File: src/rtl/hpi_addr_regs.sv
module hpi_addr_regs #(
  parameter int STEP = 4
) (
  input  logic        clk,
  input  logic        rst_n,
  input  logic        host_valid,
  input  logic [1:0]  host_ctl,
  input  logic        host_rnw,
  input  logic        host_hw,
  input  logic [15:0] host_wdata,
  output logic [15:0] host_rdata,
  output logic [31:0] mem_rd_addr,
  output logic [31:0] mem_wr_addr
);
  localparam logic [31:0] INC = 32'(STEP);

  logic [31:0] rd_q, wr_q;
  logic [15:0] stage_q;
  logic        dual_q, sel_q;

  wire wr_acc = host_valid & ~host_rnw;
  wire ctl_wr = wr_acc & (host_ctl == 2'b00) & ~host_hw;
  wire adr_lo = wr_acc & (host_ctl == 2'b10) & ~host_hw;
  wire adr_hi = wr_acc & (host_ctl == 2'b10) & host_hw;
  wire [31:0] adr_new = {host_wdata, stage_q};
  wire hit_rd = adr_hi & (~dual_q | sel_q);
  wire hit_wr = adr_hi & (~dual_q | ~sel_q);
  wire inc_go = host_valid & (host_ctl == 2'b01) & host_hw;
  wire inc_rd = inc_go & (host_rnw | ~dual_q);
  wire inc_wr = inc_go & (~host_rnw | ~dual_q);

  always_ff @(posedge clk) begin
    if (!rst_n) begin
      rd_q    <= '0;
      wr_q    <= '0;
      stage_q <= '0;
      dual_q  <= 1'b0;
      sel_q   <= 1'b0;
    end else begin
      if (ctl_wr) begin
        dual_q <= host_wdata[0];
        sel_q  <= host_wdata[1];
      end
      if (adr_lo) stage_q <= host_wdata;
      if (hit_rd)      rd_q <= adr_new;
      else if (inc_rd) rd_q <= rd_q + INC;
      if (hit_wr)      wr_q <= adr_new;
      else if (inc_wr) wr_q <= wr_q + INC;
    end
  end

  wire [31:0] host_view = (dual_q & ~sel_q) ? wr_q : rd_q;

  always_comb begin
    host_rdata = '0;
    if (host_ctl == 2'b00 && !host_hw)
      host_rdata = {14'b0, sel_q, dual_q};
    else if (host_ctl == 2'b10)
      host_rdata = host_hw ? host_view[31:16] : host_view[15:0];
  end

  assign mem_rd_addr = rd_q;
  assign mem_wr_addr = wr_q;


  lo_half_holds_chk: assert property (@(posedge clk) disable iff (!rst_n)
    adr_lo |=> $stable(mem_rd_addr) && $stable(mem_wr_addr));


  single_load_both_chk: assert property (@(posedge clk) disable iff (!rst_n)
    (adr_hi && !dual_q) |=> mem_rd_addr == mem_wr_addr);


  sel_rd_spares_wr_chk: assert property (@(posedge clk) disable iff (!rst_n)
    (adr_hi && dual_q && sel_q) |=> $stable(mem_wr_addr));


  sel_wr_spares_rd_chk: assert property (@(posedge clk) disable iff (!rst_n)
    (adr_hi && dual_q && !sel_q) |=> $stable(mem_rd_addr));


  auto_rd_step_chk: assert property (@(posedge clk) disable iff (!rst_n)
    (inc_go && host_rnw && dual_q) |=>
      mem_rd_addr == $past(mem_rd_addr) + INC && $stable(mem_wr_addr));


  auto_wr_step_chk: assert property (@(posedge clk) disable iff (!rst_n)
    (inc_go && !host_rnw && dual_q) |=>
      mem_wr_addr == $past(mem_wr_addr) + INC && $stable(mem_rd_addr));


  plain_data_holds_chk: assert property (@(posedge clk) disable iff (!rst_n)
    (host_valid && host_ctl == 2'b11) |=> $stable(mem_rd_addr) && $stable(mem_wr_addr));


  first_half_no_step_chk: assert property (@(posedge clk) disable iff (!rst_n)
    (host_valid && host_ctl == 2'b01 && !host_hw) |=>
      $stable(mem_rd_addr) && $stable(mem_wr_addr));
endmodule

File: config.mk
export PLATFORM = sky130hd
export DESIGN_NAME = hpi_addr_regs
export DESIGN_NICKNAME = d
export VERILOG_FILES = /design/src/rtl/hpi_addr_regs.sv
export SDC_FILE = /design/constraint.sdc
export NUM_CORES = 1
export LEC_CHECK = 0
export CAP_MARGIN = 0
export CORE_MARGIN = 2
export CORE_UTILIZATION = 45
export DETAILED_ROUTE_END_ITERATION = 8
export GPL_ROUTABILITY_DRIVEN = 0
export PLACE_DENSITY = 0.72
export SLEW_MARGIN = 10
export SYNTH_ARGS = -nofsm -noshare
export SYNTH_HDL_FRONTEND = slang
export SYNTH_SLANG_ARGS = --single-unit
export TNS_END_PERCENT = 100
File: constraint.sdc
create_clock -name clk -period 2.9 [get_ports clk]
set_input_delay 0.725 -clock clk [delete_from_list [all_inputs] [get_ports clk]]
set_output_delay 0.725 -clock clk [all_outputs]
set_load 0.05 [all_outputs]
==> metrics.log <==
INFO  metric post_drt_via_cell_ratio = 6.343
INFO  metric final_nets = 723
INFO  metric crit_path_cell_trace = dlygate4sd2_1 -> bufbuf_16 -> buf_4 -> mux4_2 -> and2_1 -> buf_12
INFO  metric mostFrequentLayoutCells = 103 x nand2_1, 84 x clkdlybuf4s50_1, 82 x dfxtp_1
INFO  metric ys_warn_count = 0
INFO  metric start_kind = input port
INFO  metric clock_latency = 360 ps
INFO  metric synth-edff-count = 0
INFO  metric htree_levels = 3
INFO  metric total_length_of_routed_wires = 17980 microns
INFO  metric synth-seq-area-share = 0.3427
INFO  metric drive_above_1_share = 0.1380
INFO  metric mapped_avg_cell_area = 8.091 sq um
INFO  metric final_hpwl_dp = 13200 microns
INFO  metric synth.top_cell.area_share = 0.3427
INFO  metric cts_hold_buffers = 0
INFO  metric synth_top_cell_by_area = dfxtp_1
INFO  metric final_common_cell = nand2_1
INFO  metric fp.dieArea = 0.01148 sq mm
INFO  metric core_area = 0.01032 sq mm
INFO  metric max_slew.worst_pin.slew = 674.6 ps
INFO  metric worstReg2RegStart = mem_wr_addr[6]$_SDFFE_PN0P_
INFO  metric clock.fmax = 351.1 MHz
INFO  metric required = 2170 ps
INFO  metric ys_seq_elements = 82
INFO  metric cts_tree = yes
INFO  metric power.ir.vdd_worst = 0.0002569 V
INFO  metric max-clock-path-buffers = 2
INFO  metric die_width = 107.2 microns
INFO  metric grt_usage = 0.3232
INFO  metric final_min_period_over_clock_period = 0.9820
INFO  metric tritoncts.num_buffers = 9
INFO  metric report.final.hold_viol_count = 0
INFO  metric synth.top_cells.by_area = dfxtp_1 34%, nand2_1 8.1%, mux4_2 7.1%
INFO  metric drv.max_cap_violation_count = 0
INFO  metric combined_area_of_the_multi_input_logic_cells = 0.002977 sq mm
INFO  metric dr_total_vias = 5322
INFO  metric postPlaceCellArea = 0.006176 sq mm
INFO  metric post-route-cell-area = 0.006446 sq mm
INFO  metric report.final.setup_viol = 0
INFO  metric min-delay-path-class = register to register
INFO  metric worst_setup_path_end_kind = primary output
INFO  metric min_path_cells = 2
INFO  metric finalCriticalPeriod = 2848 ps
INFO  metric num-fill-cells = 903
INFO  metric worst_hold_startpoint = stage_q[1]$_SDFFE_PN0P_
INFO  metric slew_headroom = 0.5469
INFO  metric gate_count_of_the_mapped_netlist = 592
INFO  metric die_height = 107.2 microns
INFO  metric maximum_single_stage_delay_on_the_critical_path = 320 ps
INFO  metric min_to = mem_wr_addr[1]$_SDFFE_PN0P_
INFO  metric yosys.cell_types.count = 54
INFO  metric port-buffer-count = 102
INFO  metric crit_slowest_cell = mux4_2
INFO  metric grt_antenna_before_repair = 0
INFO  metric mappedNetlistArea = 0.004790 sq mm
INFO  metric endpoint_of_the_worst_register_to_register_path = mem_wr_addr[30]$_SDFFE_PN0P_
INFO  metric ios = 103
INFO  metric slew_violations = 0
INFO  metric clock_sinks = 82
INFO  metric cp_max_fo = 9
INFO  metric diodes = 0
INFO  metric worstRegToRegCells = 5
INFO  metric detail_route.first_pass.iterations = 5
INFO  metric antenna_left = 0
INFO  metric crit_arrival = 2120 ps
INFO  metric type_of_the_worst_setup_path = input port to primary output
INFO  metric grt_start_max_net_pins = 57
INFO  metric areaGrowthSynthToFinish = 34.59%
INFO  metric fin_tns_setup = 0 ps
INFO  metric initial_utilization = 0.4639
INFO  metric cts.reportedPaths.clkPinSlew = 90 ps
INFO  metric register_area = 0.001642 sq mm
INFO  metric synthesis.nets = 617
INFO  metric ctsRootBufferMaster = clkbuf_8
INFO  metric totalPowerFinal = 2.401 mW
INFO  metric grt_pass1_vias = 5087
INFO  metric grt_first_pass_wirelength = 28390 microns
INFO  metric clock-skew-final = 13.04 ps
INFO  metric cts_setup_buffers = 0
INFO  metric timing.reg2reg.setup_slack = 570 ps
INFO  metric drt_iter0_drc = 559
INFO  metric synth_top_flop_cell = dfxtp_1
INFO  metric drc_viols = 0
INFO  metric pwr_density_cell = 372.5 mW/mm^2
INFO  metric grt.overflow.total = 0
INFO  metric async_reset_ff_frac = 0
INFO  metric row_count = 37
INFO  metric run_status = completed
INFO  metric routedWlPerCell = 21.43 microns
INFO  metric cellLeakagePower = 2.192 nW
INFO  metric setup_repair_after_global_routing_missed_its_margin = false
INFO  metric final_util = 0.6244
-- power by group --
group          leakage (nW)  internal (mW)  switching, mW
clock                 0.109          0.510          0.450
combinational          1.42          0.109          0.159
sequential            0.662           1.14         0.0314
total                  2.19           1.76          0.640
-- per-stage QoR --
stage               instances  setup WS (ps)  hold slack (ps)
floorplan                 592         -2.000            441.6
global placement          822         -135.2            461.1
detailed placement        822         -138.1            465.4
CTS                       839          50.66            474.3
global route              839          30.06            500.3
finish                    839          52.18            473.8
-- worst max-delay path: cells and delay by family --
family	cells	cell delay (ps)
simple gates	1	200
mux	1	320
buf+inv	4	870
-- final cells by class --
cell class / count / area share
Clock buffer: 10 / 0.02135
Clock inverter: 6 / 0.01378
Inverter: 3 / 0.001747
Multi-Input combinational cell: 466 / 0.4618
Sequential cell: 82 / 0.2547
Tap cell: 136 / 0.02640
Timing Repair Buffer: 136 / 0.2203
-- state kept, by name (all words and copies together), names as in the netlist --
signal / cells
dual_q: 1
mem_rd_addr: 32
mem_wr_addr: 32
sel_q: 1
stage_q: 16
-- routing by layer --
metal  global-route usage  share of wire  up-vias
met5                    0              0        -
met4               0.1596          0.050        0
li1                     -              -     2385
met3              0.06565           0.11       70
met1               0.4266           0.40     2506
met2               0.5023           0.45      361
-- cells by family (layout without fill, tap and decap cells) --
logic type / after synthesis / after routing / synth area share
adder cells (fa/ha/maj): 2 / 2 / 0.005224
XOR/XNOR: 32 / 32 / 0.05852
AND/OR/NAND/NOR: 272 / 272 / 0.2926
buffers and inverters: 44 / 155 / 0.03840
AO/OA/AOI/OAI: 136 / 136 / 0.1688
flip-flops: 82 / 82 / 0.3427
multiplexers: 24 / 24 / 0.09378
-- Yosys cell counts, drive strengths merged (2+ instances only) --
library cell,instances
and3,9
buf,15
o211ai,4
a31o,2
and2,20
a22oi,4
a31oi,12
nor3b,3
inv,3
clkbuf,26
a211oi,8
ha,2
mux2i,4
a221oi,2
o21ai,31
nand3,23
nand4b,3
nand2,103
nand4,33
mux4,16
or3,8
and4,5
nand2b,3
mux2,4
xor2,24
nor3,10
dfxtp,82
o21a,2
xnor2,8
a21oi,59
nor2,35
nor4,10
a41oi,4
nor2b,3
-- worst max path at each step --
stage,startpoint,to,slack (ps),cells after the start
floorplan,host_hw,host_rdata[1],-2,6
detailed placement,host_hw,host_rdata[15],-140,5
global placement,host_hw,host_rdata[15],-140,5
CTS,host_ctl[1],host_rdata[4],50,5
global route,host_hw,host_rdata[2],30,6
finish,host_hw,host_rdata[2],50,6
-- timing repair --
item / CTS / global route
cloned: 1 / 0
endpoints found under the setup margin: 15 / 9
gates resized for setup: 2 / 3
(Power assumes the default switching activity.)
